[src/rtl/prog_clk_out_pkg.sv]
package prog_clk_out_pkg;

  // How the active pair of counts drives the pin.
  typedef enum logic [1:0] {
    MODE_DIVIDE  = 2'd0,
    MODE_HOLD_HI = 2'd1,
    MODE_HOLD_LO = 2'd2,
    MODE_BYPASS  = 2'd3
  } out_mode_e;

  function automatic out_mode_e classify(input logic hi_is_zero, input logic lo_is_zero);
    out_mode_e m;
    case ({hi_is_zero, lo_is_zero})
      2'b00:   m = MODE_DIVIDE;
      2'b01:   m = MODE_HOLD_HI;
      2'b10:   m = MODE_HOLD_LO;
      default: m = MODE_BYPASS;
    endcase
    return m;
  endfunction

endpackage

[src/rtl/prog_clk_out_rst_sync.sv]
module prog_clk_out_rst_sync #(
  parameter int STAGES = 2
) (
  input  logic clk,
  input  logic rst_async_n,
  output logic rst_sync_n
);

  logic [STAGES-1:0] chain_q;
  logic [STAGES-1:0] chain_d;

  always_comb begin
    chain_d = {chain_q[STAGES-2:0], 1'b1};
  end

  always_ff @(posedge clk or negedge rst_async_n) begin
    if (!rst_async_n) begin
      chain_q <= '0;
    end else begin
      chain_q <= chain_d;
    end
  end

  assign rst_sync_n = chain_q[STAGES-1];

endmodule

[src/rtl/prog_clk_out_shadow.sv]
module prog_clk_out_shadow
  import prog_clk_out_pkg::*;
#(
  parameter int CNT_W = 8
) (
  input  logic             clk,
  input  logic             rst_n,
  input  logic             load,
  input  logic [CNT_W-1:0] hi_in,
  input  logic [CNT_W-1:0] lo_in,
  output logic [CNT_W-1:0] hi_q,
  output logic [CNT_W-1:0] lo_q,
  output out_mode_e        mode_q
);

  // Reset value hi=0, lo=1 classifies as "hold low".
  localparam logic [CNT_W-1:0] RST_HI = '0;
  localparam logic [CNT_W-1:0] RST_LO = CNT_W'(1);

  logic [CNT_W-1:0] hi_d;
  logic [CNT_W-1:0] lo_d;
  out_mode_e        mode_d;

  always_comb begin
    hi_d   = hi_in;
    lo_d   = lo_in;
    mode_d = classify(hi_in == '0, lo_in == '0);
  end

  always_ff @(posedge clk or negedge rst_n) begin
    if (!rst_n) begin
      hi_q   <= RST_HI;
      lo_q   <= RST_LO;
      mode_q <= MODE_HOLD_LO;
    end else if (load) begin
      hi_q   <= hi_d;
      lo_q   <= lo_d;
      mode_q <= mode_d;
    end
  end

endmodule

[src/rtl/prog_clk_out_period.sv]
module prog_clk_out_period
  import prog_clk_out_pkg::*;
#(
  parameter int CNT_W = 8
) (
  input  logic             clk,
  input  logic             rst_n,
  input  logic             load,
  input  logic [CNT_W-1:0] hi_in,
  input  logic [CNT_W-1:0] lo_in,
  input  logic [CNT_W-1:0] hi_q,
  input  logic [CNT_W-1:0] lo_q,
  input  out_mode_e        mode_q,
  output logic             period_end,
  output logic [CNT_W:0]   cnt_q,
  output logic             level_q
);

  localparam int SUM_W = CNT_W + 1;

  logic [SUM_W-1:0] total;
  logic [SUM_W-1:0] last_idx;
  logic [SUM_W-1:0] cnt_d;
  logic [CNT_W-1:0] hi_nx;
  logic [CNT_W-1:0] lo_nx;
  out_mode_e        mode_nx;
  logic             level_d;

  always_comb begin
    total      = SUM_W'(hi_q) + SUM_W'(lo_q);
    last_idx   = total - SUM_W'(1);
    period_end = (mode_q == MODE_DIVIDE) && (cnt_q == last_idx);
  end

  // Counts the next cycle will use, and the level it will drive.
  always_comb begin
    hi_nx   = load ? hi_in : hi_q;
    lo_nx   = load ? lo_in : lo_q;
    mode_nx = classify(hi_nx == '0, lo_nx == '0);
    cnt_d   = load ? '0 : cnt_q + SUM_W'(1);
    case (mode_nx)
      MODE_DIVIDE:  level_d = (cnt_d < SUM_W'(hi_nx));
      MODE_HOLD_HI: level_d = 1'b1;
      default:      level_d = 1'b0;
    endcase
  end

  always_ff @(posedge clk or negedge rst_n) begin
    if (!rst_n) begin
      cnt_q   <= '0;
      level_q <= 1'b0;
    end else begin
      cnt_q   <= cnt_d;
      level_q <= level_d;
    end
  end

endmodule

[src/rtl/prog_clk_out.sv]
module prog_clk_out
  import prog_clk_out_pkg::*;
#(
  parameter int CNT_W      = 8,
  parameter int SYNC_STAGE = 2
) (
  input  logic             clk_ref,
  input  logic             rst_n,
  input  logic [CNT_W-1:0] high_cnt,
  input  logic [CNT_W-1:0] low_cnt,
  input  logic             clk_out_en,
  input  logic             gpio_data,
  output logic             pin_out
);

  logic             rst_sync_n;
  logic             load;
  logic             period_end;
  logic [CNT_W-1:0] shadow_hi;
  logic [CNT_W-1:0] shadow_lo;
  out_mode_e        shadow_mode;
  logic [CNT_W:0]   phase_cnt;
  logic             div_level;
  logic             clk_sel;

  prog_clk_out_rst_sync #(.STAGES(SYNC_STAGE)) u_rst_sync (
    .clk         (clk_ref),
    .rst_async_n (rst_n),
    .rst_sync_n  (rst_sync_n)
  );

  // Every cycle is a boundary in the non-dividing settings.
  assign load = period_end || (shadow_mode != MODE_DIVIDE);

  prog_clk_out_shadow #(.CNT_W(CNT_W)) u_shadow (
    .clk    (clk_ref),
    .rst_n  (rst_sync_n),
    .load   (load),
    .hi_in  (high_cnt),
    .lo_in  (low_cnt),
    .hi_q   (shadow_hi),
    .lo_q   (shadow_lo),
    .mode_q (shadow_mode)
  );

  prog_clk_out_period #(.CNT_W(CNT_W)) u_period (
    .clk        (clk_ref),
    .rst_n      (rst_sync_n),
    .load       (load),
    .hi_in      (high_cnt),
    .lo_in      (low_cnt),
    .hi_q       (shadow_hi),
    .lo_q       (shadow_lo),
    .mode_q     (shadow_mode),
    .period_end (period_end),
    .cnt_q      (phase_cnt),
    .level_q    (div_level)
  );

  always_comb begin
    clk_sel = (shadow_mode == MODE_BYPASS) ? clk_ref : div_level;
    pin_out = clk_out_en ? clk_sel : gpio_data;
  end

endmodule

[config.mk]
export PLATFORM = sky130hd
export DESIGN_NAME = prog_clk_out
export DESIGN_NICKNAME = d
export VERILOG_FILES = /design/src/rtl/prog_clk_out_pkg.sv /design/src/rtl/prog_clk_out_rst_sync.sv /design/src/rtl/prog_clk_out_shadow.sv /design/src/rtl/prog_clk_out_period.sv /design/src/rtl/prog_clk_out.sv
export SDC_FILE = /design/constraint.sdc
export NUM_CORES = 1
export LEC_CHECK = 0
export ABC_AREA = 1
export BUFFER_PORTS_ARGS = -buffer_cell sky130_fd_sc_hd__buf_4
export CORE_MARGIN = 2
export CORE_UTILIZATION = 25
export CTS_CLUSTER_SIZE = 16
export DETAILED_ROUTE_END_ITERATION = 8
export PLACE_DENSITY_LB_ADDON = 0.12
export SLEW_MARGIN = 20
export SYNTH_ARGS = -nofsm -noshare
export SYNTH_HDL_FRONTEND = slang
export SYNTH_SLANG_ARGS = --single-unit
[constraint.sdc]
create_clock -name clk_ref -period 1.8 [get_ports clk_ref]
set_input_delay 0.18 -clock clk_ref [delete_from_list [all_inputs] [get_ports clk_ref]]
set_output_delay 0.18 -clock clk_ref [all_outputs]
set_load 0.05 [all_outputs]
==> results.sh <==
export IMPL_grt_antenna_before_repair=0
export IMPL_final_nets=478
export IMPL_grt_overflow=0
export IMPL_peakVddDrop_uv=621
export IMPL_min_period_ps=3550
export IMPL_synth_cell_types=34
export IMPL_num_io_pins=21
export IMPL_holdWs_ps=61.2
export IMPL_synth_seq_cells=30
export IMPL_drive_above_1_share=0.400
export IMPL_synth_top_area_share=0.308
export IMPL_syn_area_um2=2270
export IMPL_wl_mm=6.48
export IMPL_insertion_delay_ps=390
export IMPL_nFillCells=915
export IMPL_antenna_cells=0
export IMPL_violations="negative setup slack"
export IMPL_drc=0
export IMPL_track_usage=0.145
export IMPL_final_cells=543
export IMPL_maxCapViolations=0
export IMPL_firstDrtPassIters=4
export IMPL_synth_area_top_cells="dfrtp_1, nand2_1, inv_1"
export IMPL_fin_skew_ps=3.58
export IMPL_drt_vias_per_instance=4.18
export IMPL_hp_class="in2reg"
export IMPL_crit_top_cell="inv_1"
export IMPL_setup_ws_ps=-1750
export IMPL_p_per_area_nw_per_um2=1940
export IMPL_coreArea_um2=8760
export IMPL_num_vias=2271
export IMPL_port_buffer_count=20
export IMPL_fmax_ghz=0.281
export IMPL_critPathSlowestCell="dfstp_2"
export IMPL_dp_hpwl_mm=5.14
export IMPL_cp_start_kind="register"
export IMPL_wl_per_cell_um=11.9
export IMPL_ant_nets=0
export IMPL_place_ws_ps=-1880
export IMPL_hold_viol_final=0
export IMPL_path_max_fanout=8
export IMPL_die_area_um2=9880
export IMPL_period_share=1.97
export IMPL_rsz0062_at_grt="yes"
export IMPL_drv_slew=0
export IMPL_yosysTopAreaCell="dfrtp_1"
export IMPL_finalCoreUtilization=0.413
export IMPL_cts_tree="built"
export IMPL_die_w_um=99.4
export IMPL_gp_congestion=0.839
export IMPL_start_util=0.260
export IMPL_setup_viol=28
export IMPL_grt_pass1_vias=2436
export IMPL_ys_seq_area_frac=0.331
export IMPL_synth_cells=324
export IMPL_p_leak_uw=0.00213
export IMPL_worstPathArrival_ps=3830
export IMPL_endpoint_kind="register"
export IMPL_grt_max_degree=29
export IMPL_outcome="finished with violations"
export IMPL_cpPeakStageDelay_ps=530
export IMPL_crit_required_ps=2080
export IMPL_drt_iter0_drc=46
export IMPL_syn_nets=368
export IMPL_worstSetupPathType="reg2reg"
export IMPL_grt_pass1_wl_mm=11.3
export IMPL_total_power_uw=7040
export IMPL_synthToLayoutAreaGrowth_pct=59.1
export IMPL_yosysWarnings=0
export IMPL_dp_cells=517
export IMPL_clk_pin_slew_ps=60
export IMPL_chipHeight_um=99.4
export IMPL_syn_avg_cell_area_um2=7.02
export IMPL_num_rows=34
[flip-flops by register name, summed over array words and instances, names as in the netlist]
signal and cells:
u_shadow.mode_q 2, u_rst_sync.chain_q 2, u_period.cnt_q 9, u_shadow.lo_q 8, u_shadow.hi_q 8, u_period.level_q 1
[per-layer routing]
metal	part of all wire	GRT usage	vias up
met5	0	0	-
met4	0.016	0.0474	0
met3	0.027	0.0246	12
met2	0.48	0.249	39
met1	0.47	0.186	1006
li1	-	-	1214
[per-stage QoR]
stage          instance area, µm²  TNS, ps
2_1_floorplan                2320   -18190
3_3_place_gp                 3090   -27570
3_5_place_dp                 3090   -28470
4_1_cts                      3500   -29330
5_1_grt                      3620   -34940
6_report                     3620   -28940
[path summary, 6_finish.rpt]
kind / from / endpoint / slack [ps] / cells after the start
setup / recovery: u_shadow.lo_q[0] / u_period.level_q / -1750 / 26
hold / removal: low_cnt[6] / u_shadow.mode_q[0] / 60 / 4
setup reg to reg: u_shadow.lo_q[0] / u_period.level_q / -1750 / 26
hold reg to reg: u_rst_sync.chain_q[1] / u_shadow.hi_q[5] / 260 / 1
max in group asynchronous: u_rst_sync.chain_q[1] / u_shadow.lo_q[0] / 1220 / 1
min in group asynchronous: rst_n / u_rst_sync.chain_q[1] / 100 / 2
[critical path, delay by kind of cell, from the launching register on]
family | cells | cell delay, ps
simple gates | 12 | 1180
flops | 1 | 530
fa+ha+maj | 4 | 1030
compound gates | 3 | 350
buf+inv | 7 | 340
[placed cells by master (no fill, tap or decap), types with 3 or more instances in the layout]
cell	Yosys	final
nand3_1	29	17
nand4_1	3	3
inv_1	82	71
nor2_1	20	16
nand2_2	2	13
inv_2	2	12
xor2_1	5	5
buf_6	2	23
nor3_2	0	4
a21oi_1	8	6
nor3_1	8	3
nor2_4	1	4
dfrtp_1	28	28
clkbuf_8	0	9
nand2_1	83	71
nand3_2	1	12
buf_4	0	77
ha_1	23	21
[where the power goes]
part	internal [µW]	switching, µW
Sequential	932	120
Clock	458	315
Combinational	2510	2700
[timing repair]
item,CTS,global route
endpoints found under the setup margin,28,28
setup buffers,12,5
resized for setup,52,28
pin swaps,2,3
endpoints found under the hold margin,3,0
hold buffers,2,0
[area by class of cell]
| class | count | area, µm² | share of cell area |
|---|---|---|---|
| Multi-Input combinational cell | 206 | 1390 | 0.385 |
| Inverter | 84 | 318 | 0.0878 |
| Sequential cell | 30 | 753 | 0.208 |
| Tap cell | 108 | 135 | 0.0373 |
| Clock buffer | 11 | 135 | 0.0373 |
| Clock inverter | 1 | 5.00 | 0.00138 |
| Timing Repair Buffer | 103 | 880 | 0.243 |
[cell families after synthesis]
| kind of cell | count (synthesis) | share of synthesized area |
|---|---|---|
| other cells | 1 | 0.00165 |
| buf+inv | 88 | 0.152 |
| fa+ha+maj | 24 | 0.135 |
| compound gates | 19 | 0.0479 |
| xor+xnor | 7 | 0.0270 |
| flops | 30 | 0.331 |
| simple gates | 155 | 0.305 |
[synth_stat cells]
library cell  number
inv_1             82
o311ai_0           1
a211oi_1           1
nand2_4            1
a31oi_1            1
or2_1              1
o21ai_0            5
a21o_1             1
conb_1             1
a21oi_1            8
dfstp_2            2
nand4_1            3
nand2_1           83
inv_2              2
buf_6              2
nor3_1             8
nand3_4            1
xnor2_1            2
dfrtp_1           28
fa_1               1
clkbuf_1           1
o21a_1             1
nand3_1           29
nand3_2            1
xor2_1             5
nor2_2             1
nand3b_1           2
nor2_4             1
nor2_1            20
nor4_1             2
ha_1              23
nand2_2            2
o22ai_1            1
buf_2              1
Power figures use the tool's default switching activity.
